<file path="src/rtl/hth_pkg.sv">
package hth_pkg;
  localparam int SYM_BITS  = 4;
  localparam int SYM_COUNT = 1 << SYM_BITS;
  localparam int PH_W      = $clog2(SYM_BITS);
  typedef logic [SYM_BITS-1:0] sym_t;
endpackage

</file>
<file path="src/rtl/hth_window_ctrl.sv">
// Bit position within the window, symbol assembly and window-close strobe.
module hth_window_ctrl
  import hth_pkg::*;
#(
  parameter int WINDOW_BITS = 20000,
  parameter int IDX_W       = $clog2(WINDOW_BITS)
) (
  input  logic             clk,
  input  logic             rst,
  input  logic             clr,
  input  logic             bit_valid,
  input  logic             bit_in,
  output logic             take,
  output logic             last,
  output logic             sym_valid,
  output sym_t             sym,
  output logic [IDX_W-1:0] bit_idx
);
  localparam logic [IDX_W-1:0] LAST_IDX = IDX_W'(WINDOW_BITS - 1);
  localparam logic [PH_W-1:0]  PH_LAST  = PH_W'(SYM_BITS - 1);

  logic [IDX_W-1:0]    idx_q;
  logic [SYM_BITS-2:0] part_q;

  // clear has priority over an incoming bit
  assign take      = bit_valid & ~clr;
  assign last      = take & (idx_q == LAST_IDX);
  assign sym_valid = take & (idx_q[PH_W-1:0] == PH_LAST);
  assign sym       = {part_q, bit_in};
  assign bit_idx   = idx_q;

  always_ff @(posedge clk) begin
    if (rst || clr) begin
      idx_q  <= '0;
      part_q <= '0;
    end else if (take) begin
      idx_q  <= (idx_q == LAST_IDX) ? '0 : idx_q + 1'b1;
      part_q <= {part_q[SYM_BITS-3:0], bit_in};
    end
  end
endmodule

</file>
<file path="src/rtl/hth_monobit.sv">
// Ones counter and monobit judgement.
module hth_monobit #(
  parameter int WINDOW_BITS = 20000,
  parameter int MONO_LO     = 9654,
  parameter int MONO_HI     = 10346
) (
  input  logic clk,
  input  logic rst,
  input  logic clr,
  input  logic take,
  input  logic last,
  input  logic bit_in,
  output logic fail
);
  localparam int CW = $clog2(WINDOW_BITS + 1);

  logic [CW-1:0] ones_q;
  logic [CW-1:0] ones_nx;
  logic          in_range;

  always_comb begin
    ones_nx  = ones_q + CW'(take & bit_in);
    in_range = (int'(ones_nx) > MONO_LO) && (int'(ones_nx) < MONO_HI);
  end

  always_ff @(posedge clk) begin
    if (rst || clr) begin
      ones_q <= '0;
      fail   <= 1'b0;
    end else begin
      fail <= last & ~in_range;
      if (last)      ones_q <= '0;
      else if (take) ones_q <= ones_nx;
    end
  end
endmodule

</file>
<file path="src/rtl/hth_poker.sv">
// Symbol occurrence counters, running sum of squares and poker judgement.
module hth_poker
  import hth_pkg::*;
#(
  parameter int NIBBLES  = 5000,
  parameter int CELL_MIN = 240,
  parameter int CELL_MAX = 390,
  parameter int SQ16_LO  = 25005150,
  parameter int SQ16_HI  = 25287000
) (
  input  logic clk,
  input  logic rst,
  input  logic clr,
  input  logic sym_valid,
  input  sym_t sym,
  input  logic last,
  output logic fail
);
  localparam int CW = $clog2(NIBBLES + 1);
  localparam int SW = $clog2(NIBBLES * NIBBLES + 1);

  logic [CW-1:0]     cnt_q  [SYM_COUNT];
  logic [CW-1:0]     cnt_nx [SYM_COUNT];
  logic [SYM_COUNT-1:0] cell_bad;
  logic [CW-1:0]     sel_cnt;
  logic [SW-1:0]     sq_q;
  logic [SW-1:0]     sq_nx;
  logic [SW+3:0]     sq16;
  logic              sq_ok;

  // (n+1)^2 - n^2 = 2n+1: the sum of squares follows each increment
  always_comb begin
    sel_cnt = cnt_q[sym];
    sq_nx   = sq_q + (sym_valid ? SW'({sel_cnt, 1'b1}) : '0);
    sq16    = {sq_nx, 4'b0000};
    sq_ok   = (int'(sq16) > SQ16_LO) && (int'(sq16) < SQ16_HI);
  end

  for (genvar i = 0; i < SYM_COUNT; i++) begin : g_cell
    always_comb begin
      cnt_nx[i]   = cnt_q[i] + CW'(sym_valid && (sym == sym_t'(i)));
      cell_bad[i] = (int'(cnt_nx[i]) > CELL_MAX) || (int'(cnt_nx[i]) < CELL_MIN);
    end
    always_ff @(posedge clk) begin
      if (rst || clr || last) cnt_q[i] <= '0;
      else                    cnt_q[i] <= cnt_nx[i];
    end
  end

  always_ff @(posedge clk) begin
    if (rst || clr) begin
      sq_q <= '0;
      fail <= 1'b0;
    end else begin
      fail <= last & ((|cell_bad) | ~sq_ok);
      sq_q <= last ? '0 : sq_nx;
    end
  end
endmodule

</file>
<file path="src/rtl/health_tester.sv">
module health_tester
  import hth_pkg::*;
#(
  parameter int WINDOW_BITS = 20000,
  parameter int MONO_LO     = 9654,
  parameter int MONO_HI     = 10346,
  parameter int CELL_MIN    = 240,
  parameter int CELL_MAX    = 390,
  parameter int SQ16_LO     = 25005150,
  parameter int SQ16_HI     = 25287000
) (
  input  logic clk,
  input  logic rst,
  input  logic clr,
  input  logic bit_valid,
  input  logic bit_in,
  output logic mono_fail,
  output logic poker_fail
);
  localparam int IDX_W   = $clog2(WINDOW_BITS);
  localparam int NIBBLES = WINDOW_BITS / SYM_BITS;

  logic             take;
  logic             last;
  logic             sym_valid;
  sym_t             sym;
  logic [IDX_W-1:0] bit_idx;

  hth_window_ctrl #(
    .WINDOW_BITS(WINDOW_BITS),
    .IDX_W      (IDX_W)
  ) u_ctrl (
    .clk      (clk),
    .rst      (rst),
    .clr      (clr),
    .bit_valid(bit_valid),
    .bit_in   (bit_in),
    .take     (take),
    .last     (last),
    .sym_valid(sym_valid),
    .sym      (sym),
    .bit_idx  (bit_idx)
  );

  hth_monobit #(
    .WINDOW_BITS(WINDOW_BITS),
    .MONO_LO    (MONO_LO),
    .MONO_HI    (MONO_HI)
  ) u_mono (
    .clk   (clk),
    .rst   (rst),
    .clr   (clr),
    .take  (take),
    .last  (last),
    .bit_in(bit_in),
    .fail  (mono_fail)
  );

  hth_poker #(
    .NIBBLES (NIBBLES),
    .CELL_MIN(CELL_MIN),
    .CELL_MAX(CELL_MAX),
    .SQ16_LO (SQ16_LO),
    .SQ16_HI (SQ16_HI)
  ) u_poker (
    .clk      (clk),
    .rst      (rst),
    .clr      (clr),
    .sym_valid(sym_valid),
    .sym      (sym),
    .last     (last),
    .fail     (poker_fail)
  );
endmodule

</file>
<file path="config.mk">
export PLATFORM = sky130hd
export DESIGN_NAME = health_tester
export DESIGN_NICKNAME = d
export VERILOG_FILES = /design/src/rtl/hth_pkg.sv /design/src/rtl/hth_window_ctrl.sv /design/src/rtl/hth_monobit.sv /design/src/rtl/hth_poker.sv /design/src/rtl/health_tester.sv
export SDC_FILE = /design/constraint.sdc
export NUM_CORES = 1
export LEC_CHECK = 0
export BUFFER_PORTS_ARGS = -buffer_cell sky130_fd_sc_hd__buf_4
export CORE_AREA = 4 4 158 222
export DETAILED_ROUTE_END_ITERATION = 7
export DIE_AREA = 0 0 162 226
export PLACE_DENSITY = 0.67
export REMOVE_ABC_BUFFERS = 1
export SYNTH_ARGS = -nofsm -noshare
export SYNTH_HDL_FRONTEND = slang
export SYNTH_SLANG_ARGS = --single-unit
</file>
<file path="constraint.sdc">
create_clock -name clk -period 6.6 [get_ports clk]
set_clock_uncertainty 0.1 [all_clocks]
set_input_delay 0.66 -clock clk [delete_from_list [all_inputs] [get_ports clk]]
set_output_delay 0.66 -clock clk [all_outputs]
set_load 0.03 [all_outputs]
</file>
# After elaboration in Yosys (flattened, before gate mapping)
# Memory sizes are Yosys's and may differ from the RTL's.
# Cells that the tools add are included.
[word_totals]
n_memories = 1
out_inout_bits = 2
mem_bits_rw = 208
ff_bits = 60
input_bits = 5
[memory_table]
columns = ["name", "words", "word_bits", "read_ports", "rd_ports_with_merged_regs", "wr", "line", "source"]
rows = [
  ["u_poker.cnt_q", 16, 13, 17, 0, 16, "hth_poker.sv:22", "logic [CW-1:0] cnt_q [SYM_COUNT];"],
]
[op_classes]
muxes = 21
addsub = 19
n_lt_le_gt_ge = 36
bitwise = 26
eq_ne = 17
n_reduce_logical = 39
[ops]
columns = ["operator", "count"]
rows = [
  ["13-bit by 1-bit adder with 13-bit output", 16],
  ["13-bit by 9-bit greater-than comparator with 1-bit output, second input constant", 16],
  ["13-bit by 8-bit less-than comparator with 1-bit output, second input constant", 16],
  ["13-bit two-way mux", 16],
  ["4-bit == test, second input constant", 8],
  ["29-bit by 25-bit greater-than comparator with 1-bit output, second input constant", 1],
  ["29-bit by 25-bit less-than comparator with 1-bit output, second input constant", 1],
  ["25-bit adder", 1],
  ["1-bit logical AND", 18],
  ["1-bit logical OR", 18],
  ["1-bit bitwise OR", 17],
  ["4-bit by 3-bit == test with 1-bit output, second input constant", 4],
  ["16-bit OR reduction", 1],
  ["15-bit by 1-bit adder with 15-bit output, second input constant", 1],
  ["15-bit adder", 1],
  ["15-bit == test, second input constant", 1],
  ["15-bit by 14-bit greater-than comparator with 1-bit output, second input constant", 1],
  ["15-bit by 14-bit less-than comparator with 1-bit output, second input constant", 1],
  ["15-bit two-way mux", 1],
  ["14-bit two-way mux", 1],
  ["4-bit by 2-bit == test with 1-bit output, second input constant", 2],
  ["1-bit AND", 6],
  ["4-bit by 1-bit == test with 1-bit output, second input constant", 1],
  ["4-bit zero test", 1],
  ["4 further kinds", 8],
]

# Depth between registers and ports, before layout
# Gate-level depths: netlist of run 1.
[logic_depth]
depth_word = 10
mapped_depth = 20
ltp_nobuf = 15

# Hierarchy
# Synthesis of run 1 repeated with hierarchy kept, for this count alone.
[unflattened]
hier_cells = 2090
area_unflattened_um2 = 17545.6
[by_module_without_submodules]
columns = ["mod", "area_each_um2", "seq_area_each_um2", "instances", "cells_per_inst"]
rows = [
  ["hth_poker", 15399.8, 4684.5, 1, 1838],
  ["hth_monobit", 1261.2, 320.3, 1, 155],
  ["hth_window_ctrl", 884.6, 360.3, 1, 97],
]

# Worst setup path before layout of run 1
# No wires, ideal clock.
[synth_path]
kind = "input to register"
start = "input bit_in"
end = "register u_poker.fail"
cell_stages = 15
arrival_time_ps = 5076
setup_slack_ps = 1299
path_cell_list = "clkbuf_1 buf_1 mux4_2 mux4_2 and2_1 ha_1 a21o_1 a221oi_1 and3_4 o21bai_1 xnor2_1 o31a_1 o41ai_2 a31oi_1 o41a_1"
[synth_via]
elab_chain_cells = 8
elab_cells_between_ends = 106
classes_between = "add/sub: 17; order compare: 34; eq/ne: 15; mux: 1; bitwise: 3; reduce/logical: 35; memory: 1"
[synth_rtl]
columns = ["element", "line", "source"]
rows = [
  ["start, declared", "health_tester.sv:16", "input logic bit_in,"],
  ["memory read 16 x 13 bit (tied with other cells)", "n/a", ""],
  ["14-bit two-way mux or 1-bit logical AND (tied branches)", "hth_poker.sv:34, hth_poker.sv:41", ""],
  ["25-bit adder or 13-bit by 1-bit adder with 13-bit output (tied branches)", "hth_poker.sv:34, hth_poker.sv:41", ""],
  ["29-bit by 25-bit greater-than comparator with 1-bit output (tied with other cells)", "hth_poker.sv:36", "sq_ok = (int'(sq16) > SQ16_LO) && (int'(sq16) < SQ16_HI);"],
  ["1-bit logical AND or 1-bit logical OR (tied branches)", "hth_poker.sv:36, hth_poker.sv:42", ""],
  ["1-bit NOT or 16-bit OR reduction (tied branches)", "hth_poker.sv:55", "fail <= last & ((|cell_bad) | ~sq_ok);"],
  ["1-bit bitwise OR *", "hth_poker.sv:55", ""],
  ["1-bit AND *", "hth_poker.sv:55", ""],
  ["end signal, assigned", "hth_poker.sv:55", ""],
  ["end, declared", "hth_poker.sv:17", "output logic fail"],
]
# Every way passes the cells marked *; elsewhere a longest branch is shown, timed or not.
# A chain may end at the register's enable or synchronous reset.

# Worst setup path after layout of run 1
# Same ends and word-level chain as after synthesis.

==> run metrics, run 1 <==
io pins=7; first-pass GRT wire length=79500 um; area taken by multi-input logic gates=0.0109 mm2; vias in the first global route=14100; YS warnings=0; Global Route Usage Sum=27.4%; Die Width=162 um; clock-pin transition on the worst setup and hold timing paths=60 ps; crit share post-route=80.5%; Pins Over Slew Limit=0; Least-Margin Pin Slew=1020 ps; # DRC=0; synth-to-layout area growth=6.69%; grt ovf=0; Power Density=191 mW/mm2; CP Launch Type=input pin; Final Non-Filler Cells=2400; clock sinks=268; post-CTS sizing=0; critical path class=input pin to register; Post-synth ARST share=0%; Post-Synthesis Cells=2043; final wirelength=51300 um; # hold bufs at CTS=0; Detailed Place HPWL=38000 um; fill cell count=3064; VDD IR max=0.221 mV; worst hold-check path type=input pin to register; EDFF count, synth=0; via count=15200; Fin. Hold Viols=0; CP Data Arrival Time=5660 ps; Initial Util=51.6%; Seq cells post-synth=268; Rel. slew slack=31.9%; placed instance count=2347; Placer Congestion=1.02; Worst Path Required=6950 ps; leakage=6.11 nW; Clock Tree Buf Depth=3; CTS root buf=clkbuf_16; largest net degree at the start of global routing=105; synthesized area=0.0170 mm2; syn avg cell area=8.33 um2; area of the core=0.0330 mm2; Final Core Density=55.0%; clk_lat worst skew=560 ps; Reg area=0.00537 mm2; RSZ-0062 raised after global routing=false; Pwr Total=0.00346 W; Worst Slack Setup Final=1290 ps; sequential share of the synthesized area=31.5%; PortBufs=6; H-tree depth=1; Die ar.=0.0366 mm2; # setup viols final=0; DRT Pass-1 Iters=5; achievable frequency=188 MHz; initial antenna violation count=1; Iteration-0 DRC Markers=1512; most common flop cell mapped by yosys=dfxtp_1; CTS buffer count=29; Final #Nets=1988; status=finished, final reports clean; Synth area leaders=dfxtp_1 (32%), mux4_2 (8.5%), nor2_1 (6.6%), xor2_1 (6.1%), xnor2_1 (6.0%); chip height=226 um; share of layout cells above drive strength 1=8.50%; post-route ant nets=0; Placement Rows=79; CTS tree=done; endpoint class of the critical path=register; routed len/inst=21.4 um; synth cell count leaders=nor2_1 (301), dfxtp_1 (268), nand2_1 (167), clkbuf_1 (127), xor2_1 (118); most common cell in the netlist=nor2_1; Vias/cell=6.33; Synth top area share=31.5%; Final min period=5310 ps; setup tns final=0 ps; Setup Buffers After CTS=0; Yosys top cell by area=dfxtp_1; Post-Place Setup Slack=785 ps; synth unique cells=94; largest fanout on the critical path=55; MaxCap Viol Count=0
registers in the layout, indices dropped and copies added, names as in the netlist:
register and flops:
u_poker.cnt_q 208, u_ctrl.part_q 3, u_mono.fail 1, u_poker.sq_q 25
u_mono.ones_q 15, u_poker.fail 1, u_ctrl.bit_idx 15
layout by cell type, fill, tap and decap left out, types with 15 or more instances in the layout:
| cell | synthesis | layout |
|---|---|---|
| a21oi_1 | 71 | 71 |
| a31oi_1 | 36 | 36 |
| and2_1 | 27 | 27 |
| and3_1 | 76 | 76 |
| and4_1 | 16 | 16 |
| buf_4 | 0 | 15 |
| clkbuf_16 | 0 | 29 |
| dfxtp_1 | 268 | 267 |
| ha_1 | 49 | 49 |
| inv_1 | 30 | 30 |
| mux4_2 | 64 | 64 |
| nand2_1 | 167 | 166 |
| nand3_1 | 96 | 96 |
| nand4_1 | 61 | 61 |
| nor2_1 | 301 | 300 |
| nor3_1 | 55 | 55 |
| nor4_1 | 23 | 23 |
| o21ai_0 | 48 | 48 |
| xnor2_1 | 117 | 117 |
| xor2_1 | 118 | 118 |
per-layer routing:
layer / track usage (%) / share of wire (%) / up-vias
met3: 2.81 / 6.7 / 152
li1: - / - / 7137
met1: 34.1 / 39 / 7305
met4: 15.8 / 6.9 / 2
met2: 46.4 / 47 / 607
met5: 0 / 0.025 / -
worst paths after layout:
check | cells past startpoint | to | from | slack (ps)
worst max-delay path | 14 | u_poker.fail | bit_in | 1290
worst min register to register | 2 | u_mono.ones_q[0] | u_mono.ones_q[0] | 380
worst max register to register | 14 | u_poker.fail | u_ctrl.part_q[0] | 1320
worst min-delay path | 3 | u_ctrl.bit_idx[1] | bit_valid | 330
report_power, final:
part	internal (W)	switching, W
sequential	0.00162	0.00000115
clock	0.00108	0.000695
combinational	0.0000189	0.0000504
total	0.00271	0.000747
per-stage QoR:
step                      area, um2  hold WS, ps
after floorplan               16400          341
after global placement        17100          347
after detailed placement      17100          370
after CTS                     18200          313
after global routing          18200          323
final                         18200          332
logic make-up after synthesis:
| family | count (synthesis) | share of synthesized area [%] |
|---|---|---|
| simple gates | 917 | 26.6 |
| compound gates | 308 | 12.5 |
| flops | 268 | 31.5 |
| xor+xnor | 235 | 12.1 |
| buf+inv | 189 | 4.35 |
| mux | 76 | 9.22 |
| fa+ha+maj | 50 | 3.72 |
worst max-delay path, stage by stage:
cell and delay, ps:
buf_4 650, buf_4 330, mux4_2 530, mux4_2 490
and2_1 170, ha_1 400, and3_1 260, nand3_1 100
o31ai_2 740, and3_1 270, o21ai_0 100, a211oi_2 270
a31oi_1 140, o41a_1 440
cell type report:
cell class              instances  area share (%)
clock buffers                  39            4.59
well taps                     445            3.07
diodes                          1          0.0138
clock inverters                13            1.11
multi-input cells            1586            60.2
repair buffers                 17           0.841
inverters                      31           0.641
flip-flops and latches        268            29.6
(Power assumes the default switching activity.)
==> inputs of run 2 (changes only) <==
==> constraint.sdc (replaced) <==
create_clock -name clk -period 5.3 [get_ports clk]
set_clock_uncertainty 0.1 [all_clocks]
set_input_delay 0.53 -clock clk [delete_from_list [all_inputs] [get_ports clk]]
set_output_delay 0.53 -clock clk [all_outputs]
set_load 0.03 [all_outputs]
==> run 2 against run 1 <==
Die area unchanged. Final area increased by 0.83%. Clock-buffer cell count up 3. Clock power grew 24%.
==> run metrics, run 2 (synthesis results as in run 1) <==
grt ovf=0; share of layout cells above drive strength 1=9.42%; Rel. slew slack=30.7%; Hold Crit Start=bit_valid; fill cell count=3071; achievable frequency=208 MHz; Largest Register=u_poker.cnt_q; final wirelength=50400 um; routed len/inst=20.8 um; crit share post-route=90.8%; vias in the first global route=14500; post-CTS sizing=0; most frequent cells in the layout=nor2_1 (300), dfxtp_1 (267), nand2_1 (166); initial antenna violation count=1; Pins Over Slew Limit=0; endpoint class of the critical path=register; Pwr Total=0.00430 W; # setup viols final=0; CP cell instances=buf_12, mux4_2, mux2_2, o211ai_1, inv_1, ha_1, a211oi_1, o21ai_2, xnor2_1, a311o_1, o2111a_1, o31a_1, nor4_1, a311oi_1, o41a_1; chip height=226 um; clock sinks=268; most common cell after layout, fill and taps aside=nor2_1; Initial Util=51.6%; placed instance count=2367; post-route ant nets=0; Final min period=4810 ps; CP Launch Point=u_ctrl.part_q[0]; Detailed Place HPWL=37300 um; status=finished, final reports clean; Vias/cell=6.32; CP peak stage delay=500 ps; Clock Tree Buf Depth=3; synth-to-layout area growth=7.57%; H-tree depth=1; via count=15300; io pins=7; max reg flops=208; Final #Nets=2008; VDD IR max=0.243 mV; Top Registers=u_poker.cnt_q (208), u_poker.sq_q (25); worst hold slack=185 ps; clock-pin transition on the worst setup and hold timing paths=60 ps; CP Data Arrival Time=5170 ps; # diodes=0; Reg2Reg Launch Point=u_ctrl.part_q[0]; Final Core Density=55.5%; RSZ-0062 raised after global routing=false; Least-Margin Pin Slew=1040 ps; # hold bufs at CTS=0; largest fanout on the critical path=43; area of the core=0.0330 mm2; CP Launch Type=register; Final Non-Filler Cells=2419; critical path class=register to register; setup tns final=0 ps; Setup Buffers After CTS=0; # DRC=0; CTS root buf=clkbuf_16; leakage=6.22 nW; clk_lat worst skew=580 ps; Power Density=235 mW/mm2; CTS tree=done; Worst Path Required=5650 ps; worst hold-check path type=input pin to register; Fin. Hold Viols=0; DRT Pass-1 Iters=6; Global Route Usage Sum=27.2%; Iteration-0 DRC Markers=1546; MaxCap Viol Count=0; CTS buffer count=29; PortBufs=6; first-pass GRT wire length=79800 um; Die Width=162 um; Die ar.=0.0366 mm2; largest net degree at the start of global routing=208; Placement Rows=79; slowest library cell on the worst path=dfxtp_2; Placer Congestion=1.04
-- run 2: routing by layer --
metal  vias to the layer above  track usage [%]  share of wire (%)
met3                       154             4.27                6.4
met5                         -                0              0.030
met2                       577             45.4                 47
met1                      7377             32.9                 39
met4                         2             17.0                7.1
li1                       7167                -                  -
-- run 2: cell type report --
| class | count | area (um2) | share of cell area (%) |
|---|---|---|---|
| well taps | 445 | 557 | 3.04 |
| flip-flops and latches | 268 | 5370 | 29.3 |
| repair buffers | 37 | 315 | 1.72 |
| clock inverters | 10 | 150 | 0.820 |
| multi-input cells | 1586 | 10900 | 59.7 |
| inverters | 31 | 116 | 0.636 |
| clock buffers | 42 | 875 | 4.78 |
-- run 2: critical path, delay by kind of cell, from the launching register on --
kind                       cells  cell delay [ps]
and+or+nand+nor                1              300
xor gates and xnor gates       1              170
DFF                            1              500
muxes                          2              740
adders and majority gates      1              290
AOI/OAI and AO/OA              8             2210
buffers and inverters          2              360
-- run 2: per-stage QoR --
step                      instance area [um2]  worst slack (ps)
after global routing                    18300               186
after global placement                  17300               102
after floorplan                         16400             -1480
final                                   18300               488
after detailed placement                17300              36.4
after CTS                               18300               523
-- run 2: report_power, final --
group          leakage [nW]  switching, W  internal [W]
sequential             2.16    0.00000194       0.00201
clock                 0.513      0.000860       0.00133
combinational          3.55     0.0000629     0.0000260
-- run 2: final timing paths --
kind         slack (ps)  depth (start not counted)                to
max                 490                         15      u_poker.fail
min                 180                          3  u_ctrl.part_q[0]
max reg2reg         490                         15      u_poker.fail
min reg2reg         370                          2  u_mono.ones_q[0]
==> inputs of run 3 (changes only) <==
--- a/config.mk
+++ b/config.mk
@@ -9,7 +9,7 @@
 export CORE_AREA = 4 4 158 222
 export DETAILED_ROUTE_END_ITERATION = 7
 export DIE_AREA = 0 0 162 226
-export PLACE_DENSITY = 0.67
+export PLACE_DENSITY = 0.71
 export REMOVE_ABC_BUFFERS = 1
 export SYNTH_ARGS = -nofsm -noshare
 export SYNTH_HDL_FRONTEND = slang
==> run 3 against run 2 <==
Non-clock buffer count rose by 4. Combinational power rose by 2%. Final area shrank 0.12%. Setup slack got worse by 150 ps. Clock-buffer cell count fell by 7. Die area did not move. Largest cell class unchanged. Highest routed layer is now met4.
==> run metrics, run 3 (synthesis results as in run 1) <==
chip height=226 um; slowest library cell on the worst path=dfxtp_2; Least-Margin Pin Slew=975 ps; largest fanout on the critical path=16; VDD IR max=0.200 mV; H-tree depth=1; DRT Pass-1 Iters=6; # hold bufs at CTS=0; status=finished, final reports clean; Detailed Place HPWL=38000 um; CTS buffer count=29; vias in the first global route=14400; Final Core Density=55.4%; CP peak stage delay=630 ps; sequential share of power=48.0%; # setup viols final=0; initial antenna violation count=0; grt ovf=0; MaxCap Viol Count=0; Placer Congestion=1.01; Reg2Reg Depth=16; Vias/cell=6.32; post-CTS sizing=0; Largest Register=u_poker.cnt_q; most common cell after layout, fill and taps aside=nor2_1; clk_lat worst skew=570 ps; Final Non-Filler Cells=2421; delay-heaviest family, CP=compound AO/OA/AOI/OAI gates; CP Launch Type=register; r2r setup slk=330 ps; logic depth of the worst path, buffers included=16; achievable frequency=201 MHz; # DRC=0; internal power=0.00327 W; Clock power frac=49.8%; placed instance count=2371; leakage=6.21 nW; Comb power frac=2.2%; critical path class=register to register; Global Route Usage Sum=27.6%; crit share post-route=93.7%; worst hold-check path type=input pin to register; CP Data Arrival Time=5310 ps; worst hold path stage count=3; Switching Fraction=22.3%; Placement Rows=79; Clock Tree Buf Depth=3; max reg flops=208; Design Area, Final=0.0183 mm2; most frequent cells in the layout=nor2_1 (300), dfxtp_1 (267), nand2_1 (166); Setup Buffers After CTS=0; Fin. Hold Viols=0; io pins=7; clock-pin transition on the worst setup and hold timing paths=70 ps; Reg2Reg Launch Point=u_ctrl.part_q[0]; Initial Util=51.6%; share of layout cells above drive strength 1=9.46%; first-pass GRT wire length=80500 um; post-route ant nets=0; area of the core=0.0330 mm2; via count=15300; sw power=0.000937 W; Worst Path Required=5650 ps; CTS tree=done; Pins Over Slew Limit=0; Die ar.=0.0366 mm2; Top Registers=u_poker.cnt_q (208), u_poker.sq_q (25); largest net degree at the start of global routing=131; CP Buf/Inv Count=3; final wirelength=51400 um; Final min period=4970 ps; CP Launch Point=u_ctrl.part_q[0]; Power Density=230 mW/mm2; clock sinks=268; CP cell instances=buf_12, buf_4, buf_4, mux4_2, mux4_2, and2_1, ha_1, and3_1, a22oi_1, nor4b_2, a21oi_4, xnor2_1, or2b_2, o41ai_2, a31oi_1, o41a_1; synth-to-layout area growth=7.44%; routed len/inst=21.2 um; Hold Crit Start=bit_valid; setup tns final=0 ps; DP Area=0.0173 mm2; Iteration-0 DRC Markers=1457; PortBufs=6; # diodes=0; Final #Nets=2012; endpoint class of the critical path=register; RSZ-0062 raised after global routing=false; Rel. slew slack=34.5%; Pwr Total=0.00420 W; CTS root buf=clkbuf_16; Die Width=162 um
==> run 3: cell types whose count changed in the layout (fill, tap and decap cells not counted) <==
cell,change
clkbuf_8,-8
clkbuf_1,+1
buf_4,+3
buf_12,+1
clkinv_4,+3
clkinvlp_4,+2
==> run 3: cell type report <==
type                            instances  area [um2]
Multi-Input combinational cell       1586       10900
Timing Repair Buffer                   41         358
Tap cell                              445         557
Fill cell                            3058       14700
Inverter                               31         116
Clock inverter                         15         191
Clock buffer                           35         768
Sequential cell                       268        5370
==> run 3: per-layer routing <==
layer | track usage [%] | vias to the layer above | part of all wire, %
met2 | 47.2 | 622 | 47
met3 | 4.20 | 177 | 7.2
li1 | - | 7164 | -
met5 | 0 | - | 0
met4 | 18.8 | 0 | 8.4
met1 | 31.7 | 7334 | 37
==> run 3: worst paths after layout <==
kind                       endpoint
hold reg to reg    u_mono.ones_q[0]
hold / removal    u_ctrl.bit_idx[1]
setup / recovery       u_poker.fail
setup reg to reg       u_poker.fail
==> run 3: metrics by stage <==
step,hold slack (ps),worst slack [ps]
final,173,333
after global routing,178,59.4
after CTS,155,382
after detailed placement,366,143
after global placement,351,218
after floorplan,341,-1480
==> run 3: power groups by stage <==
stage	registers [W]	clock network, W	logic (W)
finish	0.00202	0.00209	0.0000905
global route	0.00202	0.00221	0.0000970
CTS	0.00202	0.00214	0.0000917
detailed placement	0.00206	0	0.0000913
global placement	0.00206	0	0.0000902
floorplan	0.00206	0	0.0000400
==> run 3: tightest hold or removal path, delay by kind of cell <==
kind / cells / cell delay [ps]
buffers and inverters: 1 / 120
AND/OR/NAND/NOR: 1 / 70
AO/OA/AOI/OAI: 1 / 80
